File: src/rtl/sram_ctrl.sv
module sram_ctrl #(
  parameter int ADDR_W  = 4,
  parameter int DATA_W  = 8,
  parameter int CLK_NS  = 10,
  parameter bit WE_ONLY = 1'b0,
  parameter int T_AA    = 20,
  parameter int T_ACE   = 20,
  parameter int T_HZOE  = 8,
  parameter int T_HZCE  = 10,
  parameter int T_WC    = 20,
  parameter int T_PWE   = 13,
  parameter int T_SD    = 10,
  parameter int T_AW    = 15,
  parameter int T_HZWE  = 10,
  parameter int T_HD    = 0
) (
  input  logic              clk,
  input  logic              rst_n,
  input  logic              req,
  input  logic              req_write,
  input  logic [ADDR_W-1:0] req_addr,
  input  logic [DATA_W-1:0] req_wdata,
  output logic              ready,
  output logic              rd_valid,
  output logic [DATA_W-1:0] rd_data,
  output logic              sram_cs_n,
  output logic              sram_cs,
  output logic              sram_oe_n,
  output logic              sram_we_n,
  output logic [ADDR_W-1:0] sram_addr,
  output logic [DATA_W-1:0] sram_dq_out,
  output logic              sram_dq_oe,
  input  logic [DATA_W-1:0] sram_dq_in
);

  localparam int C_AA   = (T_AA   + CLK_NS - 1) / CLK_NS;
  localparam int C_ACE  = (T_ACE  + CLK_NS - 1) / CLK_NS;
  localparam int C_HZOE = (T_HZOE + CLK_NS - 1) / CLK_NS;
  localparam int C_HZCE = (T_HZCE + CLK_NS - 1) / CLK_NS;
  localparam int C_WC   = (T_WC   + CLK_NS - 1) / CLK_NS;
  localparam int C_PWE  = (T_PWE  + CLK_NS - 1) / CLK_NS;
  localparam int C_SD   = (T_SD   + CLK_NS - 1) / CLK_NS;
  localparam int C_AW   = (T_AW   + CLK_NS - 1) / CLK_NS;
  localparam int C_HZWE = (T_HZWE + CLK_NS - 1) / CLK_NS;
  localparam int C_HD   = (T_HD   + CLK_NS - 1) / CLK_NS;

  localparam int RD0 = (C_AA > C_ACE) ? C_AA : C_ACE;
  localparam int RD  = (RD0 > 1) ? RD0 : 1;
  localparam int FL  = (C_HZOE > C_HZCE) ? C_HZOE : C_HZCE;
  localparam int SDM = (C_SD > 1) ? C_SD : 1;
  localparam int W0  = (C_PWE > C_AW) ? C_PWE : C_AW;
  localparam int W1  = (W0 > C_HZWE + SDM) ? W0 : C_HZWE + SDM;
  localparam int W2  = (W1 > C_WC - 1) ? W1 : C_WC - 1;
  localparam int W   = (W2 > 1) ? W2 : 1;
  localparam int HD  = C_HD;
  localparam int DRV_FROM = W - C_HZWE;
  localparam int M0  = (RD > W) ? RD : W;
  localparam int M1  = (FL > HD) ? FL : HD;
  localparam int MAXC = (M0 > M1) ? M0 : M1;
  localparam int CW  = $clog2(MAXC + 1);

  typedef enum logic [2:0] {S_IDLE, S_SETUP, S_STROBE, S_HOLD, S_TURN} st_e;

  st_e               st;
  logic [CW-1:0]     cnt;
  logic              wr_q;
  logic              live;
  logic [ADDR_W-1:0] addr_q;
  logic [DATA_W-1:0] wdata_q;
  logic              sel;

  always_ff @(posedge clk) begin
    if (!rst_n) begin
      st       <= S_IDLE;
      cnt      <= '0;
      wr_q     <= 1'b0;
      live     <= 1'b0;
      addr_q   <= '0;
      wdata_q  <= '0;
      rd_valid <= 1'b0;
      rd_data  <= '0;
    end else begin
      live     <= 1'b1;
      rd_valid <= 1'b0;
      case (st)
        S_IDLE:
          if (req) begin
            addr_q  <= req_addr;
            wdata_q <= req_wdata;
            wr_q    <= req_write;
            if (req_write) begin
              st  <= S_SETUP;
              cnt <= '0;
            end else begin
              st  <= S_STROBE;
              cnt <= CW'(RD - 1);
            end
          end
        S_SETUP: begin
          st  <= S_STROBE;
          cnt <= CW'(W - 1);
        end
        S_STROBE:
          if (cnt != '0) begin
            cnt <= cnt - 1'b1;
          end else if (wr_q) begin
            if (HD > 0) begin
              st  <= S_HOLD;
              cnt <= CW'(HD - 1);
            end else begin
              st <= S_IDLE;
            end
          end else begin
            rd_data  <= sram_dq_in;
            rd_valid <= 1'b1;
            if (FL > 0) begin
              st  <= S_TURN;
              cnt <= CW'(FL - 1);
            end else begin
              st <= S_IDLE;
            end
          end
        S_HOLD, S_TURN:
          if (cnt != '0) cnt <= cnt - 1'b1;
          else           st  <= S_IDLE;
        default: st <= S_IDLE;
      endcase
    end
  end

  assign sel         = (st == S_SETUP) || (st == S_STROBE);
  assign ready       = (st == S_IDLE);
  assign sram_cs_n   = !sel;
  assign sram_cs     = sel;
  assign sram_we_n   = !((st == S_STROBE) && wr_q);
  assign sram_oe_n   = WE_ONLY ? !live : !((st == S_STROBE) && !wr_q);
  assign sram_addr   = addr_q;
  assign sram_dq_out = wdata_q;
  assign sram_dq_oe  = wr_q && (((st == S_STROBE) && (int'(cnt) < DRV_FROM)) || (st == S_HOLD));

endmodule


File: config.mk
export PLATFORM = sky130hd
export DESIGN_NAME = sram_ctrl
export DESIGN_NICKNAME = d
export VERILOG_FILES = /design/src/rtl/sram_ctrl.sv
export SDC_FILE = /design/constraint.sdc
export NUM_CORES = 1
export LEC_CHECK = 0
export BUFFER_PORTS_ARGS = -buffer_cell sky130_fd_sc_hd__clkbuf_2
export CAP_MARGIN = 20
export CORE_MARGIN = 4
export CORE_UTILIZATION = 46
export DETAILED_ROUTE_END_ITERATION = 10
export GPL_TIMING_DRIVEN = 0
export PLACE_DENSITY = 0.77
export SYNTH_ARGS = -nofsm -noshare
export SYNTH_HDL_FRONTEND = slang
export SYNTH_SLANG_ARGS = --single-unit
File: constraint.sdc
create_clock -name clk -period 1.6 [get_ports clk]
set_input_delay 0.32 -clock clk [delete_from_list [all_inputs] [get_ports clk]]
set_output_delay 0.32 -clock clk [all_outputs]
set_load 0.02 [all_outputs]
==> impl_metrics.json <==
{
  "via_count_of_the_first_global_routing_pass": 1162,
  "layout-drive-gt1-share": 0.486,
  "pwr-share-seq": 0.389,
  "tightestPinTransition_ns": 0.434,
  "grtUsageTotal": 0.178,
  "grt_start_max_net_pins": 17,
  "count_of_flip_flops_with_a_built_in_enable_after_synthesis": 0,
  "avgRoutedWirePerCell_um": 13.7,
  "post-route-period-util": 1.11,
  "p_leak_uw": 0.000849,
  "maximum_fanout_along_the_worst_path": 3,
  "finalSetupViolations": 6,
  "slew_headroom": 0.711,
  "pwr_density_cell_mw_per_mm2": 1080,
  "highest_achievable_clock_rate_mhz": 564,
  "root_cell_of_the_clock_tree": "sky130_fd_sc_hd__clkbuf_4",
  "syn_inst": 149,
  "areaGrowthSynthToFinish_pct": 55.9,
  "postSynth.topFlopCell": "sky130_fd_sc_hd__dfxtp_1",
  "core_area_mm2": 0.00250,
  "worstHoldPathCells": 3,
  "clock_path_buffers": 2,
  "finalPower_uw": 2050,
  "place.gp.congestion": 0.895,
  "async_reset_ff_frac": 0,
  "clkSlewWorstSetupHoldPaths_ns": 0.16,
  "gr-total-overflow": 0,
  "worstReg2RegStart": "st[2]",
  "pwr-share-clk": 0.154,
  "p_sw_uw": 757,
  "crit_path_start_kind": "flop",
  "dieHeight_um": 59.6,
  "ctsHtreeMaxLevel": 1,
  "worst-endpoint-required_ns": 1.28,
  "detailroute.via_count": 1283,
  "cts_hold_repair.buffers": 0,
  "synth.net_count": 176,
  "clock_insertion_delay_worst_skew_ns": 0.34,
  "most-common-layout-cells": "sky130_fd_sc_hd__clkbuf_2, sky130_fd_sc_hd__nand2_1, sky130_fd_sc_hd__a21oi_1, sky130_fd_sc_hd__dfxtp_1, sky130_fd_sc_hd__buf_4",
  "worst-r2r-cell-count": 8,
  "finalWirelength_mm": 3.45,
  "cp_slowest_cell": "sky130_fd_sc_hd__dfxtp_4",
  "ioPinCount": 51,
  "area_taken_by_multi_input_logic_gates_um2": 687,
  "io_buffers": 50,
  "final_period_minus_worst_setup_slack_ns": 1.77,
  "cpPeakStageDelay_ns": 0.39,
  "postRouteAntennaNets": 0,
  "tritoncts": "built",
  "setup.worst_path.class": "flop to output pin",
  "violations": "setup timing",
  "finalHoldViolations": 0,
  "vias_per_cell": 5.09,
  "grt_first_pass_wirelength_mm": 4.93,
  "report.final.slew_viol_count": 0,
  "layout_commonest_cell": "sky130_fd_sc_hd__clkbuf_2",
  "route.detailed.drc": 0,
  "crit_path_cell_trace": "buf_6 -> nand2b_4 -> or3_4 -> buf_8",
  "cts_sinks": 27,
  "ys_types": 32,
  "combinationalPowerShare": 0.458,
  "post-route-util": 0.762,
  "hold_start": "req_addr[0]",
  "cp-end-kind": "output pin",
  "timing.final.ws_setup_ns": -0.172,
  "max_cap_violations": 0,
  "run_status": "finished with violations",
  "antenna_cells": 0,
  "seq_area_um2": 556,
  "initial_utilization": 0.489,
  "initialDrtViolationCount": 57,
  "critical_path_arrival_ns": 1.45,
  "numCtsBuffers": 3,
  "p_sw_frac": 0.369,
  "hold_path_class": "input pin to flop",
  "hold-path-endpoint": "sram_addr[0]",
  "intPower_uw": 1290,
  "rr_endpoint": "rd_data[7]",
  "layout.filler_cells": 186,
  "synth.avg_cell_area_um2": 8.20,
  "syn-cell-area_mm2": 0.00122,
  "ir_drop_mv": 0.754,
  "pre_cts_slack_ns": -0.251,
  "synth.ff_latch_count": 27,
  "num_rows": 18,
  "finClkSkew_ns": 0.00955,
  "dpl.hpwl_mm": 2.25,
  "fp.dieW_um": 59.6,
  "rrSetupSlack_ns": 0.02,
  "synth.yosys.warnings": 0,
  "unrepaired_setup_endpoints_after_global_routing": "yes",
  "die_area_mm2": 0.00355,
  "fin_nets": 250,
  "antenna_violations_before_repair": 0,
  "detail_route.first_pass.iterations": 5,
  "yosysSeqAreaShare": 0.442
}
-- power by group through the flow --
stage          combinational (uW)  clock [uW]  sequential, uW
5_1_grt                      1010         341             805
3_5_place_dp                  611           0             803
2_1_floorplan                 384           0             852
3_3_place_gp                  595           0             797
6_report                      938         316             797
4_1_cts                       745         305             793
-- kinds of logic (layout without fill, tap and decap cells) --
family | count (synthesis) | in the layout | share of synthesized area
simple gates | 64 | 64 | 0.248
buf+inv | 18 | 91 | 0.0727
compound gates | 33 | 33 | 0.176
xor+xnor | 2 | 2 | 0.0143
fa+ha+maj | 3 | 3 | 0.0307
flops | 27 | 27 | 0.442
mux | 2 | 2 | 0.0164
-- registers in the layout (all words and copies together) (netlist names) --
| name | count |
|---|---|
| cnt | 2 |
| sram_addr | 4 |
| rd_valid | 1 |
| st | 3 |
| rd_data | 8 |
| sram_dq_out | 8 |
| wr_q | 1 |
-- what timing repair did --
action                                  CTS  global route
gates resized for setup                  35            25
endpoints found under the setup margin    7             7
pin swaps                                 3             5
buffers inserted                          6            13
-- critical path: cells and delay by family (launching register included) --
family	cells	cell delay [ns]
and+or+nand+nor	2	0.47
DFF	1	0.39
buffers and inverters	2	0.26
-- cell type report --
class,instances,share of cell area
Sequential cell,27,0.292
Clock inverter,1,0.00394
Inverter,9,0.0190
Buffer,9,0.0532
Clock buffer,3,0.0118
Timing Repair Buffer,69,0.240
Multi-Input combinational cell,104,0.360
Tap cell,30,0.0197
-- per-stage QoR --
step | setup TNS (ns) | area, um2 | hold slack (ns) | std cells
2_1_floorplan | 0 | 1220 | 0.456 | 149
3_3_place_gp | -0.213 | 1510 | 0.442 | 229
3_5_place_dp | -0.292 | 1510 | 0.447 | 229
4_1_cts | -0.406 | 1710 | 0.194 | 239
5_1_grt | -0.960 | 1910 | 0.181 | 252
6_report | -0.682 | 1910 | 0.184 | 252
-- synthesized netlist by cell type (2+ instances only) --
cell | number | area (um2)
sky130_fd_sc_hd__nand2b_1 | 3 | 18.8
sky130_fd_sc_hd__buf_2 | 2 | 10.0
sky130_fd_sc_hd__ha_1 | 3 | 37.5
sky130_fd_sc_hd__nor4b_2 | 2 | 30.0
sky130_fd_sc_hd__clkbuf_1 | 3 | 11.3
sky130_fd_sc_hd__nand3_1 | 10 | 50.1
sky130_fd_sc_hd__buf_4 | 3 | 22.5
sky130_fd_sc_hd__nor2_1 | 5 | 18.8
sky130_fd_sc_hd__dfxtp_1 | 27 | 541
sky130_fd_sc_hd__inv_2 | 2 | 7.51
sky130_fd_sc_hd__nand2_1 | 38 | 143
sky130_fd_sc_hd__inv_1 | 7 | 26.3
sky130_fd_sc_hd__mux2i_1 | 2 | 20.0
sky130_fd_sc_hd__a21oi_1 | 24 | 120
-- worst max path at each step --
stage               startpoint          to  slack, ns  cells after the start
floorplan               cnt[0]  sram_dq_oe      0.007                      5
global placement        cnt[0]  sram_dq_oe      -0.21                      6
detailed placement      cnt[0]  sram_dq_oe      -0.25                      6
CTS                      st[2]   sram_we_n      -0.16                      4
global route             st[2]   sram_we_n      -0.19                      4
finish                   st[2]   sram_we_n      -0.17                      4
-- per-layer routing --
metal	vias to the layer above	wire length (um)	track usage
met1	589	1440	0.225
li1	649	-	-
met2	43	1750	0.309
met5	-	0	0
met4	0	17	0.0475
met3	2	244	0.0327
(Power assumes the default switching activity.)
